[config.mk]
export PLATFORM = sky130hd
export DESIGN_NAME = ctl_serial_port
export DESIGN_NICKNAME = d
export VERILOG_FILES = /design/src/rtl/ctl_serial_pkg.sv /design/src/rtl/ssp_frame_rx.sv /design/src/rtl/ssp_regbank.sv /design/src/rtl/ssp_readout.sv /design/src/rtl/ctl_serial_port.sv
export SDC_FILE = /design/constraint.sdc
export NUM_CORES = 1
export LEC_CHECK = 0
export CORE_MARGIN = 1
export CORE_UTILIZATION = 56
export DETAILED_ROUTE_END_ITERATION = 16
export GPL_ROUTABILITY_DRIVEN = 0
export GPL_TIMING_DRIVEN = 0
export PLACE_DENSITY = 0.84
export SLEW_MARGIN = 0
export SYNTH_ARGS = -nofsm -noshare
export SYNTH_HDL_FRONTEND = slang
export SYNTH_SLANG_ARGS = --single-unit
export TNS_END_PERCENT = 5
[constraint.sdc]
create_clock -name clk -period 3.5 [get_ports clk]
set_input_delay 0.35 -clock clk [delete_from_list [all_inputs] [get_ports clk]]
set_output_delay 0.35 -clock clk [all_outputs]
set_load 0.01 [all_outputs]
[src/rtl/ctl_serial_pkg.sv]
package ctl_serial_pkg;
  localparam int ADDR_W   = 2;
  localparam int DATA_W   = 8;
  localparam int NREG     = 1 << ADDR_W;
  localparam int FRAME_W  = ADDR_W + DATA_W;
  localparam int FLAG_REG = 0;
  localparam int FLAG_BIT = 4;

  typedef logic [DATA_W-1:0] word_t;

  function automatic word_t reg_default(input int idx);
    case (idx)
      0:       return word_t'(8'hCC);
      1:       return word_t'(8'hF4);
      2:       return word_t'(8'h88);
      default: return word_t'(8'hD8);
    endcase
  endfunction
endpackage

[src/rtl/ssp_frame_rx.sv]
module ssp_frame_rx #(
  parameter int ADDR_W = 2,
  parameter int DATA_W = 8
) (
  input  logic              clk,
  input  logic              rst_n,
  input  logic              sclk,
  input  logic              dir,
  input  logic              sdi,
  output logic              sclk_rise,
  output logic              commit,
  output logic [ADDR_W-1:0] addr,
  output logic [DATA_W-1:0] data
);
  localparam int FRAME_W = ADDR_W + DATA_W;
  localparam int CNT_W   = $clog2(FRAME_W + 1);
  localparam logic [CNT_W-1:0] FULL = CNT_W'(FRAME_W);

  logic               sclk_q, dir_q;
  logic [CNT_W-1:0]   cnt, cnt_n;
  logic [FRAME_W-1:0] sh, sh_n;
  logic               shift_en;

  assign sclk_rise = sclk & ~sclk_q;
  assign shift_en  = dir & sclk_rise & (cnt != FULL);

  always_comb begin
    cnt_n = cnt;
    sh_n  = sh;
    if (!dir) begin
      cnt_n = '0;
    end else if (shift_en) begin
      cnt_n = cnt + 1'b1;
      sh_n  = {sh[FRAME_W-2:0], sdi};
    end
  end

  always_ff @(posedge clk or negedge rst_n) begin
    if (!rst_n) begin
      sclk_q <= 1'b0;
      dir_q  <= 1'b0;
      cnt    <= '0;
      sh     <= '0;
    end else begin
      sclk_q <= sclk;
      dir_q  <= dir;
      cnt    <= cnt_n;
      if (shift_en) sh <= sh_n;
    end
  end

  assign commit = dir_q & ~dir & (cnt == FULL);
  assign addr   = sh[FRAME_W-1 -: ADDR_W];
  assign data   = sh[DATA_W-1:0];

  AST_CNT_BOUND: assert property (@(posedge clk) disable iff (!rst_n)
    cnt <= FULL);
  AST_CNT_CLEAR: assert property (@(posedge clk) disable iff (!rst_n)
    !dir |=> cnt == '0);
endmodule

[src/rtl/ssp_regbank.sv]
module ssp_regbank #(
  parameter int ADDR_W   = 2,
  parameter int DATA_W   = 8,
  parameter int FLAG_REG = 0,
  parameter int FLAG_BIT = 4
) (
  input  logic                              clk,
  input  logic                              rst_n,
  input  logic                              commit,
  input  logic [ADDR_W-1:0]                 addr,
  input  logic [DATA_W-1:0]                 data,
  input  logic                              flag_set,
  output logic [(1<<ADDR_W)-1:0][DATA_W-1:0] regs
);
  import ctl_serial_pkg::*;
  localparam int N = 1 << ADDR_W;

  for (genvar g = 0; g < N; g++) begin : g_reg
    logic              hit, en;
    logic [DATA_W-1:0] nxt;

    assign hit = commit && (addr == ADDR_W'(g));

    if (g == FLAG_REG) begin : g_flag
      assign en = hit | flag_set;
      always_comb begin
        nxt = hit ? data : regs[g];
        if (flag_set) nxt[FLAG_BIT] = 1'b1;
      end
    end else begin : g_plain
      assign en  = hit;
      assign nxt = data;
    end

    always_ff @(posedge clk or negedge rst_n) begin
      if (!rst_n)  regs[g] <= DATA_W'(reg_default(g));
      else if (en) regs[g] <= nxt;
    end
  end

  AST_HOLD_IDLE: assert property (@(posedge clk) disable iff (!rst_n)
    (!commit && !flag_set) |=> $stable(regs));
  AST_WRITE_LANDS: assert property (@(posedge clk) disable iff (!rst_n)
    (commit && addr != ADDR_W'(FLAG_REG)) |=> regs[$past(addr)] == $past(data));
  AST_FLAG_WINS: assert property (@(posedge clk) disable iff (!rst_n)
    flag_set |=> regs[FLAG_REG][FLAG_BIT]);
endmodule

[src/rtl/ssp_readout.sv]
module ssp_readout #(
  parameter int DATA_W = 8
) (
  input  logic              clk,
  input  logic              rst_n,
  input  logic              dir,
  input  logic              sclk_rise,
  input  logic [DATA_W-1:0] rx_data,
  output logic              sdo
);
  localparam int CNT_W = $clog2(DATA_W);
  localparam logic [CNT_W-1:0] LAST = CNT_W'(DATA_W - 1);

  logic [CNT_W-1:0]  cnt, cnt_n;
  logic [DATA_W-1:0] sh, sh_n;

  always_comb begin
    cnt_n = cnt;
    sh_n  = sh;
    if (dir) begin
      cnt_n = '0;
      sh_n  = rx_data;
    end else if (sclk_rise) begin
      if (cnt == LAST) begin
        cnt_n = '0;
        sh_n  = rx_data;
      end else begin
        cnt_n = cnt + 1'b1;
        sh_n  = sh << 1;
      end
    end else if (cnt == '0) begin
      sh_n = rx_data;
    end
  end

  always_ff @(posedge clk or negedge rst_n) begin
    if (!rst_n) begin
      cnt <= '0;
      sh  <= '0;
    end else begin
      cnt <= cnt_n;
      sh  <= sh_n;
    end
  end

  assign sdo = sh[DATA_W-1];

  AST_RD_RELOAD: assert property (@(posedge clk) disable iff (!rst_n)
    (!dir && sclk_rise && cnt == LAST) |=> sh == $past(rx_data));
  AST_RD_SHIFT: assert property (@(posedge clk) disable iff (!rst_n)
    (!dir && sclk_rise && cnt != LAST) |=> sdo == $past(sh[DATA_W-2]));
endmodule

[src/rtl/ctl_serial_port.sv]
module ctl_serial_port
  import ctl_serial_pkg::*;
(
  input  logic              clk,
  input  logic              rst_n,
  input  logic              sclk,
  input  logic              dir,
  input  logic              sdi,
  output logic              sdo,
  output logic              sdo_oe,
  input  logic [DATA_W-1:0] rx_data,
  input  logic              frame_lock_set,
  output logic              frame_sel,
  output logic [1:0]        pwr_mode,
  output logic              frame_det_en,
  output logic              scramble_en,
  output logic              tx_clk_hold,
  output logic              tx_sel_msk,
  output logic              rx_mute,
  output logic              rx_msk_en,
  output logic              tx_msk_en,
  output logic              voice_en,
  output logic              comp_en,
  output logic              emph_en,
  output logic              pat_sel,
  output logic              inv_key,
  output logic              rx_gain_sw,
  output logic              test_mode,
  output logic [3:0]        vol_tx,
  output logic [3:0]        vol_mod,
  output logic [3:0]        vol_dem,
  output logic [2:0]        vol_rcv
);
  logic [1:0]              rst_pipe;
  logic                    rst_ni;
  logic                    sclk_rise, commit;
  logic [ADDR_W-1:0]       waddr;
  logic [DATA_W-1:0]       wdata;
  logic [NREG-1:0][DATA_W-1:0] regs;

  always_ff @(posedge clk or negedge rst_n) begin
    if (!rst_n) rst_pipe <= '0;
    else        rst_pipe <= {rst_pipe[0], 1'b1};
  end
  assign rst_ni = rst_pipe[1];

  ssp_frame_rx #(.ADDR_W(ADDR_W), .DATA_W(DATA_W)) u_frame (
    .clk(clk), .rst_n(rst_ni), .sclk(sclk), .dir(dir), .sdi(sdi),
    .sclk_rise(sclk_rise), .commit(commit), .addr(waddr), .data(wdata)
  );

  ssp_regbank #(.ADDR_W(ADDR_W), .DATA_W(DATA_W),
                .FLAG_REG(FLAG_REG), .FLAG_BIT(FLAG_BIT)) u_bank (
    .clk(clk), .rst_n(rst_ni), .commit(commit), .addr(waddr), .data(wdata),
    .flag_set(frame_lock_set), .regs(regs)
  );

  ssp_readout #(.DATA_W(DATA_W)) u_read (
    .clk(clk), .rst_n(rst_ni), .dir(dir), .sclk_rise(sclk_rise),
    .rx_data(rx_data), .sdo(sdo)
  );

  assign sdo_oe = ~dir;

  assign frame_sel    = regs[0][7];
  assign pwr_mode     = regs[0][6:5];
  assign frame_det_en = regs[0][4];
  assign scramble_en  = ~regs[0][3];
  assign tx_clk_hold  = regs[0][2];
  assign tx_sel_msk   = regs[0][1];
  assign rx_mute      = regs[0][0];

  assign rx_msk_en = |pwr_mode;
  assign tx_msk_en = pwr_mode[1];
  assign voice_en  = &pwr_mode;

  assign test_mode  = ~&regs[1][7:4];
  assign rx_gain_sw = regs[1][3];
  assign vol_rcv    = regs[1][2:0];

  assign vol_mod = regs[2][7:4];
  assign vol_tx  = regs[2][3:0];

  assign comp_en = regs[3][7];
  assign emph_en = regs[3][6];
  assign pat_sel = regs[3][5];
  assign inv_key = regs[3][4];
  assign vol_dem = regs[3][3:0];

  AST_MODE_ORDER: assert property (@(posedge clk) disable iff (!rst_ni)
    (voice_en |-> tx_msk_en) and (tx_msk_en |-> rx_msk_en));
  AST_TEST_EXIT: assert property (@(posedge clk) disable iff (!rst_ni)
    (commit && waddr == ADDR_W'(1) && (&wdata[7:4])) |=> !test_mode);
  AST_TEST_ENTER: assert property (@(posedge clk) disable iff (!rst_ni)
    (commit && waddr == ADDR_W'(1) && !(&wdata[7:4])) |=> test_mode);
endmodule

==> reports/results.txt <==
Buffers inserted during clock tree synthesis total 9. STA puts the critical path data required time at 3.71 ns. Compared with the post-synthesis result, the final layout area differs by 27.41%. Global routing consumed, over all layers together, 20.48% of the routing resources. Setup violations remaining at the end of the flow were counted as 0. The effective utilization at floorplan is 58.46%, and the later-pin clock latency in the skew report is 0.33 ns. The number of antenna diodes in the final layout is 0.

For the finished layout, the period the worst path requires is 2.118 ns. I/O pin count: 48. For this design, the slowest cell found on the critical path is sky130_fd_sc_hd__nor4b_4. Clock-pin slew was measured on the worst setup and hold paths at 0.06 ns.

The total buffers and inverters traversed by the critical path was 0. The flow ran to the end, and the final reports show no timing, DRC or antenna violations. Counting flops with a built-in enable in the synthesized netlist gives 0. The longest clock path from root to sink contains 2 buffers.

The number of DRC markers in iteration 0 was 65; the basic-gate share of the synthesized area counting and, or, nand and nor cells was 7.386%. The synthesized design contains 61 register bits. For the wire length of the first global-routing pass, the log shows 7886 µm. For this design the ratio of total power to cell area is 438.6 nW/µm². Of the post-synthesis cell area, the dominant cell type holds 41.69%. In the routed layout, each cell is associated on average with a via count of 5.025.

Once detail routing completed, the nets flagged for antenna violations numbered 0. In the synthesized netlist, the cells that appear most often are sky130_fd_sc_hd__mux2_2 (48), sky130_fd_sc_hd__dfrtp_1 (46), sky130_fd_sc_hd__buf_4 (17). The H-tree was split into 3 levels.

For the initial antenna violation count, the log shows 0. Summing every instance area after synthesis gives 2761 µm². STA classifies the critical path endpoint as a flop. The mean routed wirelength per cell was 14.71 µm. In the synthesized netlist, the number of instances is 190.

The sequential-to-total area share from yosys stat was 55.96%; the area of the core was 4723 µm². Number of slew-limit violations in the final report: 0. Setup repair after global routing left no endpoint under its margin.

The post-synth net total came out at 209. Entering global routing, the biggest net connects 32 pins. A synthesized cell averages 14.53 µm².

The largest driver fanout on the critical path was 8; the slew at the pin with the worst max-slew slack was 0.7770 ns. After synthesis, the share of flip-flops with an asynchronous set or reset is 100.0%. The worst endpoint data arrival time is 2.33 ns, and the final number of hold-violating endpoints is 0. The number of global-route vias before repair is 1644.

Of the total synthesized cell area, the portion taken by XOR and XNOR cells is 0.3172%. The Yosys step of the flow raised 0 warnings. The fraction of synthesized area in multiplexers is 25.37%, and the number of detailed-routing iterations run before antenna repair is 4. The number of different library cells in the post-synthesis netlist is 35.

Once detailed placement completed, the half-perimeter wirelength came to 3224 µm. The run gives 0 as the quantity of hold-fixing buffers added after cts. Among all flip-flop cells after synthesis, the most frequent one is sky130_fd_sc_hd__dfrtp_1.

After the last flow step, the layout net total stands at 268. In the post-synthesis netlist, the biggest area contributors are sky130_fd_sc_hd__dfrtp_1 (42%), sky130_fd_sc_hd__mux2_2 (20%), sky130_fd_sc_hd__dfstp_2 (14%), sky130_fd_sc_hd__buf_4 (4.6%), sky130_fd_sc_hd__mux2_4 (4.3%). Summing the areas of all fa, ha and maj instances in the mapped netlist gives 2.266% of the synthesized area.

Across all layers, the routed design uses 1613 vias. The number of gates resized after CTS was 0. TritonCTS built the clock tree.

The type of the most critical hold path is in -> async. In this run the tightest slew margin relative to its limit is 47.92%. The run gives 334 as the number of fill cells in the layout. In the routed design, unresolved DRC markers number 0. Leading area contributor after synthesis: sky130_fd_sc_hd__dfrtp_1. The placed instances occupy a cell area of 3337 µm². The post-route netlist has 44.49% of its cells at a drive strength greater than 1.

The logs give 3518 µm² for the total non-filler cell area in the finished layout and 0 for the buffer count from post-CTS setup fixing. From left edge to right edge, the die measures 72.22 µm. Dominant cell by count in the synthesized netlist: sky130_fd_sc_hd__mux2_2.

Worst setup skew after layout: 0.007711 ns. Summed over all layers, the global routing overflow is 0. The floorplan step defined a die boundary enclosing 5216 µm². The launching element type of the critical path was a flop. Walking the worst path, the cells encountered are ha_1, ha_1, nor4b_4, mux2_2, mux2_2. Counting every sink on the clock net gives 61. The cell family contributing the most delay on the critical path is multiplexers.

For the routed wire length, the log shows 4722 µm. Across the run, the number of max-cap violations was 0. The number of input and output port buffers inserted works out to 47. After routing, the total negative slack on setup checks comes to 0 ns. The row count is 25, and the maximum operating frequency is 472.1 MHz. Across the VDD grid, the largest voltage drop is 219.4 µV. Dominant combinational cell family by area after synthesis: multiplexers.

The die extent in y is 72.22 µm. The type of the worst setup path is reg -> reg. Summing the areas of all compound-gate instances in the mapped netlist gives 1.722% of the synthesized area.

In this run the clock root is driven by a sky130_fd_sc_hd__clkbuf_8. The critical path's largest stage delay was 0.48 ns; the leakage dissipation was 1.631 nW. The fraction of the cycle the final worst path needs is 60.52%.
-- flip-flops by register name, indices dropped and copies added (netlist names) --
signal / cells
u_frame.sh: 10
u_frame.dir_q: 1
u_bank.regs: 32
u_frame.cnt: 4
u_frame.sclk_q: 1
u_read.cnt: 3
rst_pipe: 2
u_read.sh: 8
-- layout make-up --
type | count | area, µm² | share of cell area (%)
Sequential cell | 61 | 1546 | 43.95
Multi-Input combinational cell | 100 | 1027 | 29.20
Timing Repair Buffer | 48 | 490.5 | 13.94
Buffer | 21 | 158.9 | 4.516
Clock inverter | 1 | 5.005 | 0.1422
Clock buffer | 15 | 176.4 | 5.014
Inverter | 8 | 30.03 | 0.8535
Tap cell | 67 | 83.83 | 2.383
-- logic make-up after synthesis --
kind of cell / Yosys count
buf+inv: 29
compound gates: 7
other cells: 1
xor+xnor: 1
simple gates: 26
mux: 60
flops: 61
fa+ha+maj: 5
-- layout by cell type (no fill, tap or decap), types with 2 or more instances in the layout --
cell type	Yosys	layout
sky130_fd_sc_hd__nand2b_1	3	3
sky130_fd_sc_hd__nor2_1	4	4
sky130_fd_sc_hd__nor2b_1	2	2
sky130_fd_sc_hd__o211ai_1	2	2
sky130_fd_sc_hd__inv_1	8	8
sky130_fd_sc_hd__dfstp_2	15	15
sky130_fd_sc_hd__buf_6	2	2
sky130_fd_sc_hd__mux2_2	48	48
sky130_fd_sc_hd__nand2_1	2	2
sky130_fd_sc_hd__o21ai_0	2	2
sky130_fd_sc_hd__mux2_4	8	8
sky130_fd_sc_hd__nand3_1	3	3
sky130_fd_sc_hd__buf_4	17	17
sky130_fd_sc_hd__ha_1	5	5
sky130_fd_sc_hd__clkbuf_8	0	12
sky130_fd_sc_hd__dfrtp_1	46	45
sky130_fd_sc_hd__clkdlybuf4s50_1	0	47
sky130_fd_sc_hd__mux2i_1	4	4
sky130_fd_sc_hd__clkbuf_1	1	4
-- path summary, 6_finish.rpt --
| check | start | to | slack, ns | cells after the start |
|---|---|---|---|---|
| setup / recovery | u_read.cnt[0]$_DFFE_PN0P_ | u_read.sh[5]$_DFFE_PN0P_ | 1.38 | 5 |
| hold / removal | rst_n | rst_pipe[0]$_DFF_PN0_ | 0.18 | 1 |
| setup reg to reg | u_read.cnt[0]$_DFFE_PN0P_ | u_read.sh[5]$_DFFE_PN0P_ | 1.38 | 5 |
| hold reg to reg | rst_pipe[1]$_DFF_PN0_ | u_read.cnt[1]$_DFFE_PN0P_ | 0.32 | 0 |
| max in group asynchronous | rst_pipe[1]$_DFF_PN0_ | u_bank.regs[3]$_DFFE_PN1P_ | 2.52 | 1 |
| min in group clk | rst_pipe[0]$_DFF_PN0_ | rst_pipe[1]$_DFF_PN0_ | 0.35 | 0 |
-- metrics by stage --
step / std cells / setup WS, ns / utilization, % / hold slack, ns / total power [W]
floorplan: 190 / 1.554 / - / 0.05441 / 0.0009186
global placement: 304 / 1.048 / 70.20 / 0.3343 / 0.0009719
detailed placement: 305 / 1.159 / 70.65 / 0.3385 / 0.0009874
CTS: 321 / 1.374 / 74.49 / 0.1710 / 0.001560
global route: 321 / 1.271 / 74.49 / 0.1746 / 0.001608
finish: 321 / 1.382 / 74.49 / 0.1826 / 0.001543
-- power breakdown --
part	total [W]	internal [W]	switching, W
clock	0.000567	0.000315	0.000252
combinational	0.000122	0.0000790	0.0000433
sequential	0.000854	0.000765	0.0000885
-- metal layers --
layer / vias to the layer above / GRT usage [%] / wire (µm)
met5: - / 0 / 0
met3: 8 / 4.861 / 182
met4: 0 / 10.46 / 68
met1: 803 / 27.63 / 2212
met2: 38 / 31.15 / 2258
li1: 764 / - / -
(Power assumes the default switching activity.)
